===== config.mk =====
export PLATFORM = sky130hd
export DESIGN_NAME = sram_burst_ctl
export DESIGN_NICKNAME = d
export VERILOG_FILES = /design/src/rtl/sbc_pkg.sv /design/src/rtl/sbc_wdecode.sv /design/src/rtl/sbc_snooze.sv /design/src/rtl/sbc_seq.sv /design/src/rtl/sbc_lane_expand.sv /design/src/rtl/sram_burst_ctl.sv
export SDC_FILE = /design/constraint.sdc
export NUM_CORES = 1
export LEC_CHECK = 0
export ABC_AREA = 0
export BUFFER_PORTS_ARGS = -buffer_cell sky130_fd_sc_hd__buf_2
export CAP_MARGIN = 0
export CORE_AREA = 2 2 39 41
export CTS_CLUSTER_DIAMETER = 80
export DETAILED_ROUTE_END_ITERATION = 12
export DIE_AREA = 0 0 41 43
export GPL_ROUTABILITY_DRIVEN = 0
export HOLD_SLACK_MARGIN = 0.12
export PLACE_DENSITY = 0.78
export SYNTH_ARGS = -nofsm -noshare
export SYNTH_HDL_FRONTEND = slang
export SYNTH_SLANG_ARGS = --single-unit

===== constraint.sdc =====
create_clock -name clk -period 1.8 [get_ports clk]
set_clock_uncertainty 0.05 [all_clocks]
set_input_delay 0.27 -clock clk [delete_from_list [all_inputs] [get_ports clk]]
set_output_delay 0.27 -clock clk [all_outputs]
set_load 0.1 [all_outputs]

===== src/rtl/sbc_pkg.sv =====
package sbc_pkg;
   typedef enum logic [1:0] {OP_IDLE = 2'd0, OP_READ = 2'd1, OP_WRITE = 2'd2} sbc_op_e;
   typedef enum logic [1:0] {BR_NONE = 2'd0, BR_START = 2'd1, BR_NEXT = 2'd2, BR_HOLD = 2'd3} sbc_burst_e;
endpackage


===== src/rtl/sbc_wdecode.sv =====
module sbc_wdecode #(
   parameter int NBYTE = 2
) (
   input  logic             gw_n,
   input  logic             bwe_n,
   input  logic [NBYTE-1:0] bsel_n,
   output logic             is_wr,
   output logic [NBYTE-1:0] mask
);
   always_comb begin
      if (!gw_n)      mask = '1;
      else if (bwe_n) mask = '0;
      else            mask = ~bsel_n;
      is_wr = |mask;
   end
endmodule


===== src/rtl/sbc_snooze.sv =====
module sbc_snooze #(
   parameter int LAT = 2
) (
   input  logic clk,
   input  logic rst_n,
   input  logic snooze,
   output logic blocked
);
   logic [LAT-1:0] pipe_q;

   generate
      if (LAT == 1) begin : g_one
         always_ff @(posedge clk) begin
            if (!rst_n) pipe_q <= '0;
            else        pipe_q <= snooze;
         end
      end else begin : g_many
         always_ff @(posedge clk) begin
            if (!rst_n) pipe_q <= '0;
            else        pipe_q <= {pipe_q[LAT-2:0], snooze};
         end
      end
   endgenerate

   assign blocked = pipe_q[LAT-1];
endmodule


===== src/rtl/sbc_seq.sv =====
module sbc_seq
   import sbc_pkg::*;
#(
   parameter int NBYTE = 2
) (
   input  logic             clk,
   input  logic             rst_n,
   input  logic             blocked,
   input  logic             proc_stb_n,
   input  logic             ctrl_stb_n,
   input  logic             adv_n,
   input  logic             ce_pri_n,
   input  logic             ce_hi,
   input  logic             ce_sec_n,
   input  logic             is_wr,
   input  logic [NBYTE-1:0] wr_mask,
   output logic             desel_q,
   output sbc_op_e          op_q,
   output sbc_burst_e       burst_q,
   output logic [NBYTE-1:0] mask_q
);
   logic             act_q, act_d, desel_d;
   sbc_op_e          op_d;
   sbc_burst_e       burst_d;
   logic [NBYTE-1:0] mask_d;
   logic             sec_ok, proc_go;
   sbc_op_e          wr_op;

   assign sec_ok  = ce_hi & ~ce_sec_n;
   assign proc_go = ~ce_pri_n & ~proc_stb_n;
   assign wr_op   = is_wr ? OP_WRITE : OP_READ;

   always_comb begin
      act_d   = act_q;
      desel_d = 1'b0;
      op_d    = OP_IDLE;
      burst_d = BR_NONE;
      mask_d  = '0;
      if (blocked) begin
         act_d = act_q;
      end else if (proc_go) begin
         if (sec_ok) begin
            op_d    = OP_READ;
            burst_d = BR_START;
            act_d   = 1'b1;
         end else begin
            desel_d = 1'b1;
            act_d   = 1'b0;
         end
      end else if (!ctrl_stb_n) begin
         if (ce_pri_n || !sec_ok) begin
            desel_d = 1'b1;
            act_d   = 1'b0;
         end else begin
            op_d    = wr_op;
            mask_d  = wr_mask;
            burst_d = BR_START;
            act_d   = 1'b1;
         end
      end else if (act_q) begin
         op_d    = wr_op;
         mask_d  = wr_mask;
         burst_d = adv_n ? BR_HOLD : BR_NEXT;
      end
   end

   always_ff @(posedge clk) begin
      if (!rst_n) begin
         act_q   <= 1'b0;
         desel_q <= 1'b0;
         op_q    <= OP_IDLE;
         burst_q <= BR_NONE;
         mask_q  <= '0;
      end else begin
         act_q   <= act_d;
         desel_q <= desel_d;
         op_q    <= op_d;
         burst_q <= burst_d;
         mask_q  <= mask_d;
      end
   end


   proc_read_chk: assert property (@(posedge clk) disable iff (!rst_n)
      (!blocked && !ce_pri_n && !proc_stb_n && ce_hi && !ce_sec_n)
      |=> (op_q == OP_READ && burst_q == BR_START && mask_q == '0));

   pri_desel_chk: assert property (@(posedge clk) disable iff (!rst_n)
      (!blocked && ce_pri_n && !ctrl_stb_n) |=> (desel_q && op_q == OP_IDLE));

   no_burst_idle_chk: assert property (@(posedge clk) disable iff (!rst_n)
      (!blocked && !act_q && ctrl_stb_n && (proc_stb_n || ce_pri_n))
      |=> (op_q == OP_IDLE && burst_q == BR_NONE && !desel_q));

   snooze_quiet_chk: assert property (@(posedge clk) disable iff (!rst_n)
      blocked |=> (op_q == OP_IDLE && burst_q == BR_NONE && !desel_q));

   snooze_keep_chk: assert property (@(posedge clk) disable iff (!rst_n)
      blocked |=> (act_q == $past(act_q)));
endmodule


===== src/rtl/sbc_lane_expand.sv =====
module sbc_lane_expand #(
   parameter int NBYTE  = 2,
   parameter int LANE_W = 9
) (
   input  logic [NBYTE-1:0]        mask,
   output logic [NBYTE*LANE_W-1:0] bit_we
);
   generate
      for (genvar i = 0; i < NBYTE; i++) begin : g_lane
         assign bit_we[i*LANE_W +: LANE_W] = {LANE_W{mask[i]}};
      end
   endgenerate
endmodule


===== src/rtl/sram_burst_ctl.sv =====
module sram_burst_ctl
   import sbc_pkg::*;
#(
   parameter int NBYTE     = 2,
   parameter int DATA_LANE = 8,
   parameter bit PARITY    = 1'b1,
   parameter int SNZ_LAT   = 2,
   localparam int LANE_W   = DATA_LANE + (PARITY ? 1 : 0),
   localparam int BUS_W    = NBYTE * LANE_W
) (
   input  logic             clk,
   input  logic             rst_n,
   input  logic             proc_stb_n,
   input  logic             ctrl_stb_n,
   input  logic             adv_n,
   input  logic             ce_pri_n,
   input  logic             ce_hi,
   input  logic             ce_sec_n,
   input  logic             gw_n,
   input  logic             bwe_n,
   input  logic [NBYTE-1:0] bsel_n,
   input  logic             oe_n,
   input  logic             snooze,
   output logic             desel,
   output logic [1:0]       op,
   output logic [1:0]       burst,
   output logic [NBYTE-1:0] wmask,
   output logic [BUS_W-1:0] bit_we,
   output logic             dq_oe
);
   generate
      if (NBYTE < 1)     begin : g_bad_nbyte $error("NBYTE must be at least 1"); end
      if (DATA_LANE < 1) begin : g_bad_lane  $error("DATA_LANE must be at least 1"); end
      if (SNZ_LAT < 1)   begin : g_bad_lat   $error("SNZ_LAT must be at least 1"); end
   endgenerate

   logic             blocked, is_wr;
   logic [NBYTE-1:0] wr_mask;
   sbc_op_e          op_q;
   sbc_burst_e       burst_q;

   sbc_snooze #(.LAT(SNZ_LAT)) u_snz (
      .clk(clk), .rst_n(rst_n), .snooze(snooze), .blocked(blocked));

   sbc_wdecode #(.NBYTE(NBYTE)) u_wdec (
      .gw_n(gw_n), .bwe_n(bwe_n), .bsel_n(bsel_n), .is_wr(is_wr), .mask(wr_mask));

   sbc_seq #(.NBYTE(NBYTE)) u_seq (
      .clk(clk), .rst_n(rst_n), .blocked(blocked),
      .proc_stb_n(proc_stb_n), .ctrl_stb_n(ctrl_stb_n), .adv_n(adv_n),
      .ce_pri_n(ce_pri_n), .ce_hi(ce_hi), .ce_sec_n(ce_sec_n),
      .is_wr(is_wr), .wr_mask(wr_mask),
      .desel_q(desel), .op_q(op_q), .burst_q(burst_q), .mask_q(wmask));

   sbc_lane_expand #(.NBYTE(NBYTE), .LANE_W(LANE_W)) u_lane (
      .mask(wmask), .bit_we(bit_we));

   assign op    = op_q;
   assign burst = burst_q;
   assign dq_oe = (op_q == OP_READ) & ~oe_n;


   lane_count_chk: assert property (@(posedge clk) disable iff (!rst_n)
      $countones(bit_we) == LANE_W * $countones(wmask));

   write_has_mask_chk: assert property (@(posedge clk) disable iff (!rst_n)
      (op_q == OP_WRITE) == (wmask != '0));

   oe_write_chk: assert property (@(posedge clk) disable iff (!rst_n)
      (op_q != OP_READ) |-> !dq_oe);
endmodule


# Word-level counts from Yosys, hierarchy flattened
# Index checks and enable logic that the tools add are counted.
dict set report totals {
  ff_bits 10
  inputBits 14
  wordCells 48
  output_inout_bits 26
}
dict set report op_classes {
  bitwise 10
  n_reduce_logical 6
  muxes 24
  eq_ne 2
}
# op n
set op_table {}
lappend op_table {{two-way mux 2 bit} 13}
lappend op_table {{two-way mux 1 bit} 11}
lappend op_table {{NOT 1 bit} 6}
lappend op_table {{OR reduction 2 bit} 2}
lappend op_table {{AND 1 bit} 3}
lappend op_table {{OR reduction 3 bit} 1}
lappend op_table {{equality test 2 x 1 -> 1 bit (second input constant)} 1}
lappend op_table {{inequality test 2 x 1 -> 1 bit (second input constant)} 1}
lappend op_table {{NOT 2 bit} 1}
lappend op_table {{AND reduction 2 bit} 1}
lappend op_table {{logical NOT 1 bit} 1}
lappend op_table {{logical OR 1 bit} 1}

# Longest topological paths before layout
# Gate-level depths: netlist of the first run.
dict set report logic_depth {
  depth_word 8
  ltp_mapped 3
  ltp_nobuf 3
}

# By module
# From an unflattened synthesis of the first run, not the netlist that was laid out.
dict set report unflattened {
  cells_unflattened 58
  area_unflattened_um2 530.5
}
# mod seq_area_each_um2 n_inst cells_per_inst area_each_um2
set modules_own_cells {}
lappend modules_own_cells {sbc_seq 160.2 1 31 309.0}
lappend modules_own_cells {sbc_lane_expand 0.0 1 18 135.1}
lappend modules_own_cells {sbc_snooze 40.0 1 4 52.6}
lappend modules_own_cells {sbc_wdecode 0.0 1 4 21.3}
lappend modules_own_cells {sram_burst_ctl 0.0 1 1 12.5}

# Least setup slack after synthesis of the first run
# Ideal clock, no wire load.
dict set report synth_timing {
  path_type {flip-flop to output port}
  from {reg u_seq.op_q[0]}
  to {out dq_oe}
  stages_incl_launch_ff 2
  t_required_ps 1480
  slack_ps -1757
  t_arrival_ps 3237
  n_path_buf 0
  path_cell_list {dfxtp_1 -> nor3b_1}
}
dict set report synth_via {
  elab_chain_len 2
}
# item line
set synth_rtl {}
lappend synth_rtl {{start, declared} sbc_seq.sv:18} ;# output sbc_op_e op_q,
lappend synth_rtl {{start signal, assigned} sbc_seq.sv:77} ;# op_q <= op_d;
lappend synth_rtl {{equality test 2 x 1 -> 1 bit} sram_burst_ctl.sv:60} ;# assign dq_oe = (op_q == OP_READ) & ~oe_n;
lappend synth_rtl {{AND 1 bit} sram_burst_ctl.sv:60}
lappend synth_rtl {{end, declared} sram_burst_ctl.sv:29} ;# output logic dq_oe
# Every way passes these cells.

# Worst setup path in the final report of the first run
# Ends and elaborated chain as after synthesis.

==> results.txt, run 1 <==
Ports = 40
crit-path max FO = 2
GR Util All Layers = 10.1%
Max Slew Vio Count = 0
peak supply drop = 0.439 mV
Cell Area, Placed = 609 um^2
slew margin rel. = 67.9%
CTS sink count = 10
first-pass GRT wire length = 1.11 mm
cell area after synthesis = 510 um^2
Synth Warn # = 0
hold buffer count at CTS = 0
1st-iter DRT viols = 1
Worst Tran Pin Value = 0.485 ns
WS Path Type = flip-flop to output port
slowest CP cell = buf_2
TritonRoute pass-1 iters = 2
Post-CTS Setup Repair Bufs = 0
type of destination of the critical path = output port
die width = 41 um
fin nets = 95
pwr dens = 860 mW/mm^2
Clk Latency, worst-skew pair = 0.27 ns
Worst EP arrival = 1.20 ns
Starting Density = 36.9%
Fill cells = 128
sequential share of the synthesized area = 39.2%
Synth Area per Inst = 9.28 um^2
Hold Path Class = input port to flip-flop
CP startpoint kind = flip-flop
CTS tree = done
most frequent cells in the layout = buf_2 (39), dfxtp_1 (6), o21ai_0 (5)
flip-flop and latch area = 208 um^2
Static Leak = 0.354 nW
vias in the first global route = 307
minimum clock period = 1.52 ns
cts bufs inserted = 3
Vert. Die Dim = 43 um
Final setup viols = 0
setup tns final = 0 ns
cell depth of the worst min-delay path = 2
DRT antenna net count = 0
crit share post-route = 84.2%
Multi-input gate area = 186 um^2
DP HPWL = 732 um
Hold Fails Final Rpt = 0
worst path cell trace = nor3b_4, buf_2
average wire per standard cell = 9.47 um
status = complete, no violations
Max Cap Viol = 0
antenna violations before repair = 0
deepest clock path buffer count = 2
grt total ovfl = 0
Post-Syn Instances = 55
# DRC = 0
Ant. Diodes = 0
final instance area = 646 um^2
largest net degree at the start of global routing = 11
layout cell share with drive strength beyond 1 = 61.3%
FMAX = 660 MHz
Data required, critical path = 1.48 ns
Core ar. = 0.00138 mm^2
cts repair resizes = 0
Clock Tree Root = clkbuf_4
total wire length = 909 um
CP peak stage delay = 0.44 ns
RSZ-0062 raised after global routing = no
R2R cell count = 3
library cells used by synthesis = 18
die area = 0.00176 mm^2
Port Buffers = 39
FP Rows = 14
Vias/cell = 4.65
Syn Nets = 69
# H-tree levels = 1
Vias = 446
Yosys reg bits = 10
P&R area growth vs syn = 26.5%
commonest non-fill, non-tap cell in the layout = buf_2
Reg clk slew, reported paths = 0.06 ns
## report_power, final
group,switching [mW],total (mW),internal (mW)
combinational,0.0960,0.124,0.0278
clock,0.0782,0.201,0.123
sequential,0.00322,0.230,0.227
total,0.177,0.555,0.378
## routing by layer
layer | share of wire, % | GRT usage (%) | vias up
met2 | 40 | 15.3 | 38
li1 | - | - | 221
met3 | 18 | 6.28 | 3
met5 | 0 | 0 | -
met1 | 40 | 8.79 | 184
met4 | 2.2 | 8.00 | 0
## Yosys cell counts
cell      count  area share, %
nor3b_1       1            1.5
and2_1        3            3.7
nand2_1       1           0.73
a21boi_1      1            1.5
o21ai_0       5            4.9
a21o_1        1            1.5
or4b_1        1            2.0
or4_1         1            1.5
buf_4        18             26
o21a_1        3            4.4
nand2b_1      1            1.2
nor2_1        2            1.5
dfxtp_1      10             39
o221ai_1      1            1.7
nor3_1        1           0.98
a21oi_1       2            2.0
nor4b_2       1            2.9
nor2b_1       2            2.5
## worst max-delay path: cells and delay by family, from the launching register on
family,cells,cell delay (ns)
buffers and inverters,1,0.44
and+or+nand+nor,1,0.15
DFF,1,0.34
## registers in the layout, summed over array words and instances, names as in the netlist
name / count
u_seq.desel_q: 1
u_seq.mask_q: 2
u_seq.op_q: 2
u_snz.pipe_q: 2
u_seq.act_q: 1
u_seq.burst_q: 2
## metrics by stage
stage	hold WS (ns)	instances	utilization [%]	power (mW)	worst slack (ns)
after floorplan	0.304	55	-	0.334	0.0590
after global placement	0.366	92	44.0	0.358	0.495
after detailed placement	0.372	92	44.0	0.359	0.474
after CTS	0.156	96	46.7	0.561	0.275
after global routing	0.147	96	46.7	0.579	0.224
final	0.156	96	46.7	0.555	0.284
## area by class of cell
type                    instances  area share (%)
clock buffers                   4            5.62
repair buffers                 39            30.2
well taps                      16            3.10
multi-input cells              27            28.9
flip-flops and latches         10            32.2
## path summary, 6_finish.rpt
path | start | end | slack, ns
max | u_seq.op_q[0] | dq_oe | 0.28
min | snooze | u_snz.pipe_q[0] | 0.16
max reg2reg | u_snz.pipe_q[1] | u_seq.burst_q[0] | 0.59
min reg2reg | u_snz.pipe_q[0] | u_snz.pipe_q[1] | 0.39
## cells by family after synthesis
kind of cell / Yosys count / share of synthesized area [%]
AO/OA/AOI/OAI: 13 / 15.9
buffers and inverters: 18 / 26.5
flip-flops: 10 / 39.2
AND/OR/NAND/NOR: 14 / 18.4
Power figures use the tool's default switching activity.
==> inputs of run 2 (changes only) <==
--- a/config.mk
+++ b/config.mk
@@ -8,13 +8,12 @@
 export ABC_AREA = 0
 export BUFFER_PORTS_ARGS = -buffer_cell sky130_fd_sc_hd__buf_2
 export CAP_MARGIN = 0
-export CORE_AREA = 2 2 39 41
+export CORE_UTILIZATION = 37
 export CTS_CLUSTER_DIAMETER = 80
 export DETAILED_ROUTE_END_ITERATION = 12
-export DIE_AREA = 0 0 41 43
 export GPL_ROUTABILITY_DRIVEN = 0
 export HOLD_SLACK_MARGIN = 0.12
-export PLACE_DENSITY = 0.78
+export PLACE_DENSITY = 0.76
 export SYNTH_ARGS = -nofsm -noshare
 export SYNTH_HDL_FRONTEND = slang
 export SYNTH_SLANG_ARGS = --single-unit
==> constraint.sdc (replaced) <==
create_clock -name clk -period 1.5 [get_ports clk]
set_clock_uncertainty 0.05 [all_clocks]
set_input_delay 0.225 -clock clk [delete_from_list [all_inputs] [get_ports clk]]
set_output_delay 0.225 -clock clk [all_outputs]
set_load 0.1 [all_outputs]
==> run 2 against run 1 <==
- first-iteration DRC count is 100% lower
- hold slack better by 0.0070 ns
- count of clock-buffer cells in the layout stayed put
- non-clock buffer count is 2 higher
- flip-flop and latch count stayed put
- critical path type unchanged
- critical path depth is 1 lower
- global-route usage is 2.7 points higher
==> results.txt, run 2 (synthesis results as in run 1) <==
status = complete, no violations
final instance area = 679 um^2 (+5.2%)
Post-CTS Setup Repair Bufs = 0 (unchanged)
Net Sw Power = 0.207 mW (+17%)
Clk Latency, worst-skew pair = 0.26 ns (about the same)
Data required, critical path = 1.22 ns (-0.26 ns)
Hold Fails Final Rpt = 0 (unchanged)
pwr dens = 978 mW/mm^2 (+14%)
largest net degree at the start of global routing = 11 (unchanged)
CP peak stage delay = 0.44 ns (about the same)
Fill cells = 118 (-7.8%)
type of destination of the critical path = output port
slowest CP cell = buf_2
peak supply drop = 0.732 mV (+67%)
CP startpoint kind = flip-flop
first-pass GRT wire length = 1.22 mm (+10%)
Max Slew Vio Count = 0 (unchanged)
# DRC = 0 (unchanged)
Ant. Diodes = 0 (unchanged)
switching portion of total power = 31.2% (-0.78 points)
Vert. Die Dim = 39.1 um (-9.0%)
Starting Density = 39.7% (+2.8 points)
deepest clock path buffer count = 2 (unchanged)
Core ar. = 0.00128 mm^2 (-7.1%)
reg2reg setup slack = 0.33 ns (-0.26 ns)
average wire per standard cell = 8.16 um (-14%)
RSZ-0062 raised after global routing = no
total wire length = 792 um (-13%)
Port Buffers = 39 (unchanged)
layout cell share with drive strength beyond 1 = 59.8% (-1.5 points)
CTS sink count = 10 (unchanged)
# H-tree levels = 1 (unchanged)
Internal Power = 0.458 mW (+21%)
crit share post-route = 90.7%
share of total power in combinational logic = 23.0% (+0.7 points)
Hold Path Class = input port to flip-flop
most frequent cells in the layout = buf_2 (38), dfxtp_1 (6), o21ai_0 (5)
part of the power in registers = 41.6% (about the same)
minimum clock period = 1.36 ns
P&R area growth vs syn = 33.1%
crit-path leading delay family = buffers and inverters
FMAX = 735 MHz
worst path cell trace = buf_2
1st-iter DRT viols = 0 (-1)
die width = 39.1 um (-4.5%)
Cell Area, Placed = 623 um^2 (+2.3%)
Worst EP arrival = 1.09 ns (-0.11 ns)
Final setup viols = 0 (unchanged)
antenna violations before repair = 0 (unchanged)
met1 Resource Use GR = 10.8% (+2.0 points)
WS Path Type = flip-flop to output port
CTS tree = done
Multi-input gate area = 186 um^2 (unchanged)
Final Util = 52.9% (+6.2 points)
TritonRoute pass-1 iters = 1 (-1)
cts repair resizes = 0 (unchanged)
DRT antenna net count = 0 (unchanged)
Ports = 40 (unchanged)
GR peak layer = met2
GR Util All Layers = 12.8% (+2.7 points)
Max Cap Viol = 0 (unchanged)
Clock Tree Root = clkbuf_4
GRT met2 Usage = 21.7% (+6.4 points)
flip-flop and latch area = 208 um^2 (unchanged)
vias in the first global route = 338 (+10%)
cts bufs inserted = 3 (unchanged)
grt total ovfl = 0 (unchanged)
Vias/cell = 4.60 (-1.0%)
Clk pwr share = 35.5% (-0.7 points)
crit-path max FO = 10 (+8)
Reg clk slew, reported paths = 0.06 ns (about the same)
hold buffer count at CTS = 2 (+2)
GR Util met3 = 6.94% (+0.65 points)
Buf/Inv on CP = 1 (unchanged)
fin nets = 97 (+2.1%)
commonest non-fill, non-tap cell in the layout = buf_2
Static Leak = 0.365 nW (+3.1%)
Vias = 446 (unchanged)
Worst Tran Pin Value = 0.485 ns (+0.000500 ns)
FP Rows = 13 (-1)
die area = 0.00153 mm^2 (-13%)
slew margin rel. = 67.9% (about the same)
-- run 2: cell count changes in the layout (fill, tap and decap cells not counted) --
cell	before	now
buf_12	0	1
dlygate4sd3_1	0	2
buf_2	39	38
-- run 2: final cells by class --
| class | instances | share of cell area (%) |
|---|---|---|
| repair buffers | 41 | 33.9 |
| flip-flops and latches | 10 | 30.6 |
| multi-input cells | 27 | 27.4 |
| clock buffers | 4 | 5.34 |
| well taps | 15 | 2.76 |
-- run 2: power groups by stage --
stage / logic [mW] / clock network [mW] / registers, mW
detailed placement: 0.149 / 0 / 0.283
global placement: 0.148 / 0 / 0.282
finish: 0.153 / 0.236 / 0.276
floorplan: 0.0838 / 0 / 0.318
global route: 0.161 / 0.262 / 0.277
CTS: 0.153 / 0.248 / 0.276
-- run 2: layer usage --
metal  vias to the layer above  share of wire [%]
met4                         0                1.0
li1                        226                  -
met5                         -                  0
met2                        24                 50
met1                       194                 40
met3                         2                8.7
-- run 2: final timing paths --
check / start / cells after the start / to
worst max register to register: u_snz.pipe_q[1] / 3 / u_seq.op_q[0]
worst max-delay path: u_seq.mask_q[1] / 1 / bit_we[10]
worst min register to register: u_snz.pipe_q[0] / 1 / u_snz.pipe_q[1]
worst min-delay path: bsel_n[0] / 3 / u_seq.mask_q[0]
-- run 2: through the flow --
stage	std cells	setup slack, ns	TNS, ns	hold WS, ns	total power [mW]
floorplan	55	-0.196	-0.196	0.259	0.401
global placement	91	0.268	0	0.365	0.431
detailed placement	91	0.257	0	0.378	0.432
CTS	97	0.118	0	0.154	0.678
global route	97	0.0516	0	0.161	0.700
finish	97	0.140	0	0.163	0.665
